$ cat src/rtl/serial_rx_wake.sv
module serial_rx_wake #(
  parameter int OSR = 16
) (
  input  logic       clk,
  input  logic       rst_n,
  input  logic       port_en,
  input  logic       ctl_wr,
  input  logic       ctl_rx_en,
  input  logic       ctl_standby,
  input  logic       wake_on_addr,
  input  logic       nine_bit,
  input  logic       baud_x16,
  input  logic       rxd,
  input  logic       data_rd,
  output logic       rx_en,
  output logic       standby,
  output logic [8:0] rx_data,
  output logic       rx_full,
  output logic       rx_irq
);
  localparam int CW  = $clog2(OSR);
  localparam int T8  = 10 * OSR;
  localparam int T9  = 11 * OSR;
  localparam int FRW = $clog2(T9 + 1);

  typedef enum logic [1:0] {S_IDLE, S_START, S_DATA, S_STOP} st_t;
  st_t            st;
  logic [1:0]     sync;
  logic           rx_q, armed;
  logic [CW-1:0]  cnt;
  logic [3:0]     bidx;
  logic [8:0]     sh;
  logic [FRW-1:0] icnt;

  wire rxs      = sync[1];
  wire mid      = cnt == CW'(OSR / 2 - 1);
  wire full_bit = cnt == CW'(OSR - 1);
  wire last_bit = bidx == (nine_bit ? 4'd8 : 4'd7);
  wire [FRW-1:0] ilim = nine_bit ? FRW'(T9 - 1) : FRW'(T8 - 1);
  wire msb      = nine_bit ? sh[8] : sh[7];

  wire char_ok  = rx_en && baud_x16 && st == S_STOP && full_bit && rxs;
  wire idle_hit = rx_en && baud_x16 && st == S_IDLE && armed && rxs &&
                  !(rx_q && !rxs) && icnt == ilim;
  wire wake_a   = char_ok && standby && wake_on_addr && msb;
  wire wake_i   = idle_hit && standby && !wake_on_addr;
  wire load     = char_ok && (!standby || wake_a);

  assign rx_irq = rx_full && !standby;

  always_ff @(posedge clk or negedge rst_n)
    if (!rst_n) begin
      sync <= 2'b11;
      rx_q <= 1'b1;
    end else begin
      sync <= {sync[0], rxd};
      if (baud_x16) rx_q <= rxs;
    end

  always_ff @(posedge clk or negedge rst_n)
    if (!rst_n) begin
      st <= S_IDLE; cnt <= '0; bidx <= '0; sh <= '0; armed <= 1'b0; icnt <= '0;
    end else if (!rx_en) begin
      st <= S_IDLE; cnt <= '0; armed <= 1'b0; icnt <= '0;
    end else if (baud_x16) begin
      case (st)
        S_IDLE:
          if (rx_q && !rxs) begin
            st <= S_START; cnt <= '0; icnt <= '0;
          end else if (armed && rxs) begin
            if (icnt == ilim) begin
              armed <= 1'b0; icnt <= '0;
            end else icnt <= icnt + 1'b1;
          end else icnt <= '0;
        S_START:
          if (mid) begin
            cnt <= '0;
            if (!rxs) begin st <= S_DATA; bidx <= '0; sh <= '0; end
            else st <= S_IDLE;
          end else cnt <= cnt + 1'b1;
        S_DATA:
          if (full_bit) begin
            cnt <= '0;
            sh[bidx] <= rxs;
            if (last_bit) st <= S_STOP;
            else bidx <= bidx + 1'b1;
          end else cnt <= cnt + 1'b1;
        default:
          if (full_bit) begin
            st <= S_IDLE; cnt <= '0; icnt <= '0;
            armed <= rxs;
          end else cnt <= cnt + 1'b1;
      endcase
    end

  always_ff @(posedge clk or negedge rst_n)
    if (!rst_n) begin
      rx_en <= 1'b0; standby <= 1'b0; rx_full <= 1'b0; rx_data <= '0;
    end else begin
      if (ctl_wr && port_en) rx_en <= ctl_rx_en;
      if (ctl_wr) standby <= ctl_standby;
      else if (wake_a || wake_i) standby <= 1'b0;
      if (load) begin
        rx_full <= 1'b1;
        rx_data <= sh;
      end else if (data_rd) rx_full <= 1'b0;
    end


  en_lock_chk: assert property (@(posedge clk) disable iff (!rst_n)
    !port_en |=> rx_en == $past(rx_en));

  hold_full_chk: assert property (@(posedge clk) disable iff (!rst_n)
    (!rx_en && !data_rd) |=> $stable(rx_full) && $stable(rx_data));

  standby_block_chk: assert property (@(posedge clk) disable iff (!rst_n)
    (standby && !wake_on_addr && !rx_full) |=> !rx_full);

  addr_wake_chk: assert property (@(posedge clk) disable iff (!rst_n)
    ($fell(standby) && !$past(ctl_wr) && $past(wake_on_addr)) |-> rx_full);
endmodule

$ cat config.mk
export PLATFORM = sky130hd
export DESIGN_NAME = serial_rx_wake
export DESIGN_NICKNAME = d
export VERILOG_FILES = /design/src/rtl/serial_rx_wake.sv
export SDC_FILE = /design/constraint.sdc
export NUM_CORES = 1
export LEC_CHECK = 0
export ABC_CLOCK_PERIOD_IN_PS = 2800
export BUFFER_PORTS_ARGS = -buffer_cell sky130_fd_sc_hd__clkbuf_2
export CORE_UTILIZATION = 45
export CTS_CLUSTER_SIZE = 30
export DETAILED_ROUTE_END_ITERATION = 16
export GPL_TIMING_DRIVEN = 0
export SYNTH_ARGS = -nofsm -noshare
export SYNTH_HDL_FRONTEND = slang
export SYNTH_SLANG_ARGS = --single-unit
$ cat constraint.sdc
create_clock -name clk -period 2.8 [get_ports clk]
set_input_delay 0.14 -clock clk [delete_from_list [all_inputs] [get_ports clk]]
set_output_delay 0.14 -clock clk [all_outputs]
set_load 0.005 [all_outputs]
==> results of run 1 <==
==> area by class of cell <==
| type | count | share of cell area [%] |
|---|---|---|
| repair buffers | 24 | 4.64 |
| multi-input cells | 190 | 45.8 |
| clock inverters | 3 | 0.742 |
| clock buffers | 5 | 2.55 |
| well taps | 70 | 3.25 |
| flip-flops and latches | 43 | 40.0 |
| plain buffers | 10 | 1.39 |
| inverters | 11 | 1.53 |
==> sequential cells by signal, indices dropped and copies added (netlist names) <==
register / cells
armed: 1
bidx: 4
cnt: 4
icnt: 8
rx_data: 9
rx_en: 1
rx_full: 1
rx_q: 1
sh: 9
st: 2
standby: 1
sync: 2
==> Yosys cell counts <==
library cell                number
sky130_fd_sc_hd__or3b_4          1
sky130_fd_sc_hd__dfrtp_1        40
sky130_fd_sc_hd__o41ai_1         1
sky130_fd_sc_hd__or2_2           1
sky130_fd_sc_hd__nor2_1         13
sky130_fd_sc_hd__a31oi_1         3
sky130_fd_sc_hd__nand2_1        47
sky130_fd_sc_hd__mux2_2         13
sky130_fd_sc_hd__dfstp_2         3
sky130_fd_sc_hd__nand3_1        12
sky130_fd_sc_hd__a21o_1          3
sky130_fd_sc_hd__a22o_1          8
sky130_fd_sc_hd__a21oi_1         8
sky130_fd_sc_hd__a2111oi_4       1
sky130_fd_sc_hd__or3b_2          1
sky130_fd_sc_hd__o31a_1          2
sky130_fd_sc_hd__or4b_2          1
sky130_fd_sc_hd__o21a_1          1
sky130_fd_sc_hd__nor2b_1         4
sky130_fd_sc_hd__ha_1           10
sky130_fd_sc_hd__o211ai_2        1
sky130_fd_sc_hd__and3_1          4
sky130_fd_sc_hd__nand4_1         3
sky130_fd_sc_hd__nand3b_1        1
sky130_fd_sc_hd__clkbuf_1       10
sky130_fd_sc_hd__or3_1           1
sky130_fd_sc_hd__o311ai_0        2
sky130_fd_sc_hd__o31ai_1         7
sky130_fd_sc_hd__a32o_1          2
sky130_fd_sc_hd__nor3_1          8
sky130_fd_sc_hd__nand4bb_1       1
sky130_fd_sc_hd__o211ai_1        3
sky130_fd_sc_hd__o21ai_0        16
sky130_fd_sc_hd__mux2i_1         3
sky130_fd_sc_hd__inv_1          11
sky130_fd_sc_hd__or4b_1          1
sky130_fd_sc_hd__or3b_1          2
sky130_fd_sc_hd__o21ai_2         1
sky130_fd_sc_hd__nand2b_1        4
==> routing by layer <==
metal / global-route usage [%] / wire [um]
met4: 5.66 / 57
met1: 22.4 / 2300
met3: 3.61 / 112
met2: 35.3 / 2440
met5: 0 / 0
==> how the worst min path moves through the flow <==
stage	cells after the start	endpoint	from
after CTS	2	rx_full	data_rd
after global routing	2	rx_full	data_rd
final	1	rx_data[6]	rst_n
after detailed placement	1	sync[0]	rxd
after floorplan	0	armed	rst_n
after global placement	1	sync[0]	rxd
==> critical path, stage by stage, from the launching register on <==
cell and delay (ps):
sky130_fd_sc_hd__dfrtp_1 420, sky130_fd_sc_hd__inv_1 110, sky130_fd_sc_hd__ha_1 140, sky130_fd_sc_hd__clkbuf_1 300, sky130_fd_sc_hd__nand4_1 410, sky130_fd_sc_hd__or3_1 530
sky130_fd_sc_hd__or3b_1 400, sky130_fd_sc_hd__nand2_1 70
==> where the power goes <==
group          leakage, nW  internal [mW]  switching [mW]
registers            0.570          0.670          0.0631
logic                0.590          0.195           0.358
clock network       0.0402          0.174           0.227
total                 1.20           1.04           0.648
==> through the flow <==
step | power (mW) | cells | instance area (sq um) | hold WS [ps]
floorplan | 1.14 | 254 | 2390 | -156
global placement | 1.29 | 347 | 2600 | 228
detailed placement | 1.30 | 347 | 2600 | 230
CTS | 1.69 | 356 | 2700 | 29.7
global route | 1.81 | 356 | 2700 | 28.8
finish | 1.69 | 356 | 2700 | 7.66
==> logic make-up after synthesis <==
logic type               after synthesis  share of synthesized area [%]
multiplexers                          16                           7.37
AO/OA/AOI/OAI                         59                           17.8
AND/OR/NAND/NOR                      105                           21.2
buffers and inverters                 21                           3.29
flip-flops                            43                           45.1
adder cells (fa/ha/maj)               10                           5.22
==> layout by cell type, fill, tap and decap left out, drive strengths merged, types with 10 or more instances in the layout <==
cell	instances
o21ai	17
ha	10
nand2	47
nand3	12
mux2	13
inv	11
clkbuf	38
nor2	13
dfrtp	40
==> insert_results.sql, run 1 <==
INSERT INTO impl_metrics (metric_group, metric, value, unit) VALUES
('outcome', 'run_status', 'finished, final reports clean', ''),
('synth', 'synth_seq_cells', '43', ''),
('sta', 'timing.final.hold_violations', '0', ''),
('sta', 'worstMarginPinSlew', '1050', 'ps'),
('place', 'globalplace.congestion', '0.786', ''),
('clocking', 'numClockSinks', '43', ''),
('die', 'design.die.area', '5620', 'sq um'),
('die', 'floorplan.die.width', '75.0', 'um'),
('synth', 'yosysWarnings', '0', ''),
('setup_path', 'rrSetupSlack', '360', 'ps'),
('min_path', 'holdCritPathClass', 'input pin to async pin', ''),
('sta', 'period_minus_slack', '2440', 'ps'),
('place', 'buffer_ports.inserted', '23', ''),
('clocking', 'cts.repair_timing.setup_buffer_count', '0', ''),
('die', 'floorplan.initialDensity', '46.9', '%'),
('routing', 'first_pass_iters', '5', ''),
('layout', 'multi_input_comb_area', '1240', 'sq um'),
('sta', 'final.setup.tns', '0', 'ps'),
('sta', 'postLayoutSetupSlackWorst', '357', 'ps'),
('die', 'rows', '26', ''),
('global_route', 'antenna_found_initial', '0', ''),
('die', 'die_height', '75.0', 'um'),
('routing', 'drc', '0', ''),
('layout', 'antenna_cells', '0', ''),
('layout', 'post_route_cells_drive_above_1_share', '18.9', '%'),
('setup_path', 'rr_worst_depth', '7', ''),
('clocking', 'cts.clk_slew.worst_paths', '90', 'ps'),
('place', 'detailedPlacementHpwl', '3.58', 'mm'),
('clocking', 'cts_made_buffers', '5', ''),
('sta', 'post-route-period-util', '87.2', '%'),
('routing', 'drt-initial-drc-count', '56', ''),
('clocking', 'cts_tree', 'built', ''),
('global_route', 'first_global_vias', '1792', ''),
('setup_path', 'critical_path.endpoint_type', 'flop', ''),
('synth', 'synthDistinctLibCells', '39', ''),
('synth', 'cell_count_after_synthesis', '254', ''),
('synth', 'netlist_top_cells_area', 'sky130_fd_sc_hd__dfrtp_1 (42%), sky130_fd_sc_hd__nand2_1 (7.4%), sky130_fd_sc_hd__mux2_2 (6.1%)', ''),
('setup_path', 'timing.rr.end', 'icnt[3]', ''),
('setup_path', 'worst_ep_required_time', '3040', 'ps'),
('sta', 'final-setup-viol-count', '0', ''),
('routing', 'via_to_cell_ratio', '5.37', ''),
('setup_path', 'path_class', 'flop to flop', ''),
('sta', 'slew_headroom', '30.3', '%'),
('synth', 'synth_largest_type_area_fraction', '41.8', '%'),
('synth', 'synth_sequential_area_ratio', '45.1', '%'),
('synth', 'post_synth_instance_area', '2390', 'sq um'),
('clocking', 'cts_root_buf', 'sky130_fd_sc_hd__clkbuf_8', ''),
('layout', 'area.growth.synth_to_final', '12.6', '%'),
('setup_path', 'reg2reg_launch_point', 'st[1]', ''),
('routing', 'dr_total_vias', '1911', ''),
('clocking', 'ctsHoldBuffers', '1', ''),
('sta', 'final.setup_skew', '9.33', 'ps'),
('clocking', 'cts_repair_resize_count', '0', ''),
('global_route', 'grt_first_pass_wirelength', '8.09', 'mm'),
('power', 'leakage_power_figure', '1.20', 'nW'),
('die', 'io_pins', '24', ''),
('run', 'maxCapViolations', '0', ''),
('routing', 'detail_route.wl_per_cell', '13.8', 'um'),
('setup_path', 'cp_data_arrival_time', '2680', 'ps'),
('clocking', 'cts.htree.levels', '2', ''),
('sta', 'setup_repair_after_global_routing_missed_its_margin', 'false', ''),
('sta', 'finalMaxSlewViolations', '0', ''),
('layout', 'finalNetCount', '306', ''),
('routing', 'final_antenna_net_count', '0', ''),
('setup_path', 'worstSetupStartpoint', 'st[1]', ''),
('die', 'fp.coreArea', '5110', 'sq um'),
('setup_path', 'worst_path_max_fanout', '10', ''),
('layout', 'ff_latch_area', '1080', 'sq um'),
('clocking', 'worstSkewPairLatency', '300', 'ps'),
('global_route', 'maximum_number_of_pins_on_one_net_before_global_route_repair', '44', ''),
('global_route', 'gr-usage-all-layers', '19.1', '%'),
('setup_path', 'endpoint', 'icnt[3]', ''),
('layout', 'filler_cell_count', '475', ''),
('clocking', 'cts_max_path_buffers', '2', ''),
('global_route', 'grt_overflow', '0', ''),
('power', 'pwr_density_cell', '626', 'nW/um^2'),
('routing', 'routed_wire_length', '4.91', 'mm'),
('power', 'power.ir.vdd_worst', '0.363', 'mV'),
('sta', 'achievable-frequency', '0.409', 'GHz'),
('synth', 'synth.avg_cell_area', '9.43', 'sq um'),
('setup_path', 'critical_path.startpoint_type', 'flop', ''),
('synth', 'synthesis.nets', '275', ''),
('synth', 'synth_largest_area_cell', 'sky130_fd_sc_hd__dfrtp_1', ''),
('place', 'dp_slack', '361', 'ps'),
('layout', 'postLayoutCoreUtil', '52.8', '%');
Power figures use the tool's default switching activity.
==> run 2, diff against run 1 <==
- ABC_CLOCK_PERIOD_IN_PS: 2800 -> 2500
- clock period: 2.8 -> 2.5 ns (I/O delays scaled with it)
==> insert_results.sql, run 2 (synthesis results as in run 1) <==
INSERT INTO impl_metrics (metric_group, metric, value, unit) VALUES
('power', 'total_power', '1.90', 'mW'),
('layout', 'layout.cells.most_common', 'sky130_fd_sc_hd__nand2_1', ''),
('sta', 'fin_hold_ws', '-4.02', 'ps'),
('sta', 'final.setup_skew', '9.39', 'ps'),
('sta', 'final.setup.tns', '0', 'ps'),
('outcome', 'violations', 'hold timing', ''),
('routing', 'first_pass_iters', '5', ''),
('setup_path', 'critical_path.top_delay_family', 'simple AND/OR/NAND/NOR gates', ''),
('sta', 'slew_headroom', '29.8', '%'),
('setup_path', 'worst_path_max_fanout', '9', ''),
('clocking', 'cts_max_path_buffers', '2', ''),
('routing', 'dr_total_vias', '1926', ''),
('sta', 'post-route-period-util', '95.0', '%'),
('global_route', 'grt_overflow', '0', ''),
('outcome', 'run_status', 'finished with violations', ''),
('routing', 'final_antenna_net_count', '0', ''),
('sta', 'achievable-frequency', '0.421', 'GHz'),
('routing', 'drc', '0', ''),
('layout', 'antenna_cells', '0', ''),
('sta', 'period_minus_slack', '2370', 'ps'),
('layout', 'layout.cells.most_common_list', 'sky130_fd_sc_hd__nand2_1 (47), sky130_fd_sc_hd__dfrtp_1 (40), sky130_fd_sc_hd__clkbuf_2 (23)', ''),
('clocking', 'cts_tree', 'built', ''),
('clocking', 'cts.htree.levels', '2', ''),
('power', 'seq_power_share', '43.2', '%'),
('clocking', 'worstSkewPairLatency', '300', 'ps'),
('power', 'leakage_power_figure', '1.21', 'nW'),
('layout', 'multi_input_comb_area', '1240', 'sq um'),
('sta', 'timing.final.hold_violations', '2', ''),
('power', 'sw_frac_of_total', '38.6', '%'),
('layout', 'filler_cell_count', '475', ''),
('routing', 'via_to_cell_ratio', '5.39', ''),
('clocking', 'cts_made_buffers', '5', ''),
('die', 'floorplan.initialDensity', '46.9', '%'),
('setup_path', 'critical-path-slowest-cell', 'sky130_fd_sc_hd__or3_1', ''),
('setup_path', 'critical_path.endpoint_type', 'flop', ''),
('layout', 'biggestRegsByFlops', 'rx_data x9, sh x9, icnt x8', ''),
('routing', 'detail_route.wl_per_cell', '13.9', 'um'),
('layout', 'post_route_cells_drive_above_1_share', '19.9', '%'),
('place', 'globalplace.congestion', '0.786', ''),
('die', 'rows', '26', ''),
('sta', 'finalMaxSlewViolations', '0', ''),
('setup_path', 'critical-path-max-stage-delay', '450', 'ps'),
('run', 'maxCapViolations', '0', ''),
('power', 'power.ir.vdd_worst', '0.400', 'mV'),
('die', 'fp.coreArea', '5110', 'sq um'),
('sta', 'worstMarginPinSlew', '1050', 'ps'),
('setup_path', 'worst_ep_required_time', '2740', 'ps'),
('setup_path', 'path_buf_inv', '2', ''),
('global_route', 'maximum_number_of_pins_on_one_net_before_global_route_repair', '44', ''),
('die', 'die_height', '75.0', 'um'),
('clocking', 'cts.clk_slew.worst_paths', '90', 'ps'),
('place', 'detailedPlacementHpwl', '3.58', 'mm'),
('layout', 'finalNetCount', '307', ''),
('power', 'pwr_density_cell', '702', 'nW/um^2'),
('setup_path', 'cells_traversed_along_the_worst_timing_path', 'inv_1 > ha_1 > clkbuf_1 > a31oi_1 > o31a_1 > or3_1 > or3b_1 > nand2_1', ''),
('layout', 'area.growth.synth_to_final', '13.2', '%'),
('clocking', 'cts_root_buf', 'sky130_fd_sc_hd__clkbuf_8', ''),
('routing', 'routed_wire_length', '4.95', 'mm'),
('min_path', 'holdCritPathClass', 'input pin to async pin', ''),
('sta', 'final-setup-viol-count', '0', ''),
('layout', 'ff_latch_area', '1080', 'sq um'),
('setup_path', 'path_class', 'flop to flop', ''),
('die', 'floorplan.die.width', '75.0', 'um'),
('setup_path', 'cp_data_arrival_time', '2620', 'ps'),
('place', 'buffer_ports.inserted', '23', ''),
('power', 'cellInternalPower', '1.17', 'mW'),
('global_route', 'antenna_found_initial', '0', ''),
('global_route', 'gr-usage-all-layers', '19.1', '%'),
('global_route', 'grt_first_pass_wirelength', '8.09', 'mm'),
('power', 'power_frac_comb', '33.2', '%'),
('power', 'power_frac_clock', '23.6', '%'),
('power', 'netSwitchingPower', '0.733', 'mW'),
('setup_path', 'critical_path.startpoint_type', 'flop', ''),
('die', 'design.die.area', '5620', 'sq um'),
('clocking', 'numClockSinks', '43', ''),
('routing', 'drt-initial-drc-count', '50', ''),
('die', 'io_pins', '24', ''),
('global_route', 'first_global_vias', '1792', ''),
('sta', 'setup_repair_after_global_routing_missed_its_margin', 'false', '');
-- run 2: per-stage QoR --
stage | setup slack (ps) | cells | utilization (%) | area (sq um)
after CTS | 36.4 | 356 | 52.8 | 2700
final | 125 | 357 | 53.1 | 2710
after global routing | 10.1 | 357 | 53.1 | 2710
after detailed placement | 60.7 | 347 | 50.9 | 2600
after floorplan | 416 | 254 | - | 2390
after global placement | 58.3 | 347 | 50.9 | 2600
-- run 2: final timing paths --
kind,startpoint,end,slack [ps],cells after the start
max in group asynchronous,rst_n,icnt[2],1860,1
min,rst_n,rx_data[6],-4,1
max reg2reg,st[1],icnt[3],130,8
min in group clk,data_rd,rx_full,10,2
max,st[1],icnt[3],130,8
min reg2reg,sync[0],sync[1],360,0
-- run 2: worst register-to-register path, delay by kind of cell, from the launching register on --
| kind | cells | cell delay (ps) |
|---|---|---|
| simple gates | 3 | 920 |
| compound gates | 2 | 410 |
| flops | 1 | 420 |
| fa+ha+maj | 1 | 140 |
| buf+inv | 2 | 420 |
-- run 2: power groups by stage --
stage	sequential, mW	clock [mW]	combinational [mW]
2_1_floorplan	0.818	0	0.461
5_1_grt	0.833	0.481	0.716
3_3_place_gp	0.834	0	0.609
4_1_cts	0.822	0.455	0.621
6_report	0.822	0.449	0.630
3_5_place_dp	0.836	0	0.616
-- run 2: layer usage --
layer  track usage (%)  vias up  share of wire [%]
li1                  -      971                  -
met4              5.66        0               0.93
met5                 0        -                  0
met1              22.4      921                 46
met2              35.3       29                 51
met3              3.61        5                2.4
-- run 2: area by class of cell --
class | count | area share, %
repair buffers | 26 | 5.17
plain buffers | 9 | 1.25
well taps | 70 | 3.23
flip-flops and latches | 43 | 39.8
inverters | 11 | 1.52
clock inverters | 3 | 0.739
clock buffers | 5 | 2.54
multi-input cells | 190 | 45.7
-- run 2: timing repair --
action                                  CTS  global route
endpoints found under the hold margin     1             0
buffers inserted                          0             2
endpoints found under the setup margin    0             8
resized for setup                         0             1
hold buffers                              1             0
==> run 3, diff against run 2 <==
- ABC_CLOCK_PERIOD_IN_PS: 2500 -> 2000
- PLACE_DENSITY: not set -> 0.66
- clock period: 2.5 -> 2 ns (I/O delays scaled with it)
==> insert_results.sql, run 3 (synthesis results as in run 1) <==
INSERT INTO impl_metrics (metric_group, metric, value, unit) VALUES
('routing', 'detail_route.wl_per_cell', '13.6', 'um'),
('clocking', 'worstSkewPairLatency', '300', 'ps'),
('setup_path', 'critical_path.top_delay_family', 'simple AND/OR/NAND/NOR gates', ''),
('sta', 'postLayoutSetupSlackWorst', '-12.4', 'ps'),
('setup_path', 'critical_path.endpoint_type', 'flop', ''),
('die', 'floorplan.initialDensity', '46.9', '%'),
('clocking', 'numClockSinks', '43', ''),
('setup_path', 'cells_traversed_along_the_worst_timing_path', 'inv_2 > ha_4 > buf_8 > a31oi_1 > o31a_1 > or3_4 > or3b_1 > nand2_1', ''),
('clocking', 'cts_tree', 'built', ''),
('routing', 'via_to_cell_ratio', '5.50', ''),
('sta', 'final.setup.tns', '-12.4', 'ps'),
('sta', 'worstMarginPinSlew', '1040', 'ps'),
('sta', 'setup_repair_after_global_routing_missed_its_margin', 'true', ''),
('global_route', 'grt_first_pass_wirelength', '8.45', 'mm'),
('sta', 'period_minus_slack', '2010', 'ps'),
('layout', 'post_route_cells_drive_above_1_share', '27.1', '%'),
('outcome', 'run_status', 'finished with violations', ''),
('layout', 'area.growth.synth_to_final', '21.6', '%'),
('layout', 'ff_latch_area', '1080', 'sq um'),
('sta', 'achievable-frequency', '0.497', 'GHz'),
('die', 'io_pins', '24', ''),
('global_route', 'antenna_found_initial', '0', ''),
('routing', 'final_antenna_net_count', '0', ''),
('layout', 'finalNetCount', '319', ''),
('setup_path', 'worst_path_max_fanout', '7', ''),
('run', 'maxCapViolations', '0', ''),
('power', 'leakage_power_figure', '1.31', 'nW'),
('layout', 'postLayoutCoreUtil', '57.0', '%'),
('layout', 'biggestRegsByFlops', 'rx_data x9, sh x9, icnt x8', ''),
('setup_path', 'path_buf_inv', '2', ''),
('setup_path', 'cp_data_arrival_time', '2250', 'ps'),
('layout', 'layout.cells.most_common', 'sky130_fd_sc_hd__nand2_1', ''),
('die', 'fp.coreArea', '5110', 'sq um'),
('sta', 'final.setup_skew', '5.09', 'ps'),
('layout', 'multi_input_comb_area', '1290', 'sq um'),
('clocking', 'cts.htree.levels', '2', ''),
('place', 'dp_slack', '-208', 'ps'),
('setup_path', 'critical-path-max-stage-delay', '430', 'ps'),
('setup_path', 'critical_path.startpoint_type', 'flop', ''),
('global_route', 'gr-usage-all-layers', '19.9', '%'),
('sta', 'fin_hold_ws', '-29.5', 'ps'),
('routing', 'drc', '0', ''),
('clocking', 'cts_root_buf', 'sky130_fd_sc_hd__clkbuf_8', ''),
('global_route', 'first_global_vias', '1965', ''),
('die', 'rows', '26', ''),
('routing', 'first_pass_iters', '4', ''),
('sta', 'post-route-period-util', '101', '%'),
('setup_path', 'path_class', 'flop to flop', ''),
('die', 'die_height', '75.0', 'um'),
('place', 'detailedPlacementHpwl', '3.34', 'mm'),
('sta', 'timing.final.hold_violations', '40', ''),
('layout', 'filler_cell_count', '475', ''),
('power', 'power.ir.vdd_worst', '0.625', 'mV'),
('routing', 'drt-initial-drc-count', '68', ''),
('place', 'globalplace.congestion', '0.762', ''),
('power', 'pwr_density_cell', '944', 'nW/um^2'),
('outcome', 'violations', 'hold timing, setup timing', ''),
('global_route', 'grt_overflow', '0', ''),
('clocking', 'cts.clk_slew.worst_paths', '80', 'ps'),
('routing', 'routed_wire_length', '5.00', 'mm'),
('place', 'buffer_ports.inserted', '23', ''),
('min_path', 'holdCritPathClass', 'input pin to async pin', ''),
('global_route', 'maximum_number_of_pins_on_one_net_before_global_route_repair', '44', ''),
('setup_path', 'worst_ep_required_time', '2240', 'ps'),
('sta', 'slew_headroom', '30.5', '%'),
('die', 'floorplan.die.width', '75.0', 'um'),
('routing', 'dr_total_vias', '2029', ''),
('die', 'design.die.area', '5620', 'sq um'),
('clocking', 'cts_max_path_buffers', '2', ''),
('sta', 'finalMaxSlewViolations', '0', ''),
('layout', 'layout.cells.most_common_list', 'sky130_fd_sc_hd__nand2_1 (47), sky130_fd_sc_hd__dfrtp_1 (40), sky130_fd_sc_hd__clkbuf_2 (23)', ''),
('setup_path', 'critical-path-slowest-cell', 'sky130_fd_sc_hd__or3_4', ''),
('clocking', 'cts_made_buffers', '5', ''),
('sta', 'final-setup-viol-count', '1', ''),
('layout', 'antenna_cells', '0', '');
run 3: cell count changes in the layout (fill, tap and decap cells not counted), sizes merged:
cell         delta
dlygate4sd3     +3
clkinvlp        -2
buf            +12
clkbuf          -2
bufinv          +1
run 3: worst paths after layout:
kind                           start         end  slack (ps)  cells past startpoint
max                            st[1]     icnt[3]         -10                      8
min                            rst_n  rx_data[6]         -30                      1
max reg2reg                    st[1]     icnt[3]         -10                      8
min reg2reg                  sync[0]     sync[1]         360                      0
max in group asynchronous      rst_n     icnt[2]        1390                      1
min in group clk           ctl_rx_en       rx_en          30                      2
run 3: power breakdown:
part | internal [mW] | total (mW) | switching, mW
Sequential | 0.939 | 1.02 | 0.0842
Combinational | 0.457 | 1.03 | 0.571
Clock | 0.404 | 0.699 | 0.295
run 3: worst register-to-register path, stage by stage, from the launching register on:
cell                      delay (ps)
sky130_fd_sc_hd__dfrtp_1         400
sky130_fd_sc_hd__inv_2            90
sky130_fd_sc_hd__ha_4            140
sky130_fd_sc_hd__buf_8           100
sky130_fd_sc_hd__a31oi_1          40
sky130_fd_sc_hd__o31a_1          310
sky130_fd_sc_hd__or3_4           430
sky130_fd_sc_hd__or3b_1          380
sky130_fd_sc_hd__nand2_1          60
run 3: per-stage QoR:
| step | power (mW) | cell area [sq um] | instances | hold slack [ps] |
|---|---|---|---|---|
| 6_report | 2.75 | 2910 | 369 | -29.5 |
| 5_1_grt | 2.95 | 2910 | 369 | 37.8 |
| 4_1_cts | 2.63 | 2840 | 365 | 14.6 |
| 3_5_place_dp | 1.81 | 2610 | 347 | 189 |
| 3_3_place_gp | 1.81 | 2610 | 347 | 190 |
| 2_1_floorplan | 1.61 | 2400 | 254 | -196 |
run 3: timing repair:
action,CTS,global route
hold buffers,4,0
endpoints found under the setup margin,26,26
pin swaps,4,6
gates resized for setup,7,10
endpoints found under the hold margin,3,0
buffers inserted,8,5
run 3: metal layers:
metal	track usage (%)	part of all wire (%)	routed length, um	up-vias
li1	-	-	-	1000
met1	22.9	46	2290	982
met2	36.1	49	2450	33
met3	3.88	2.8	138	14
met4	7.97	2.5	123	0
met5	0	0	0	-
run 3: layout make-up:
type	instances	share of cell area, %
multi-input combinational	190	44.4
sequential	43	37.1
timing repair buffer	40	8.68
tap	70	3.01
clock buffer	6	2.84
buffer	7	1.42
inverter	11	1.42
clock inverter	2	1.20
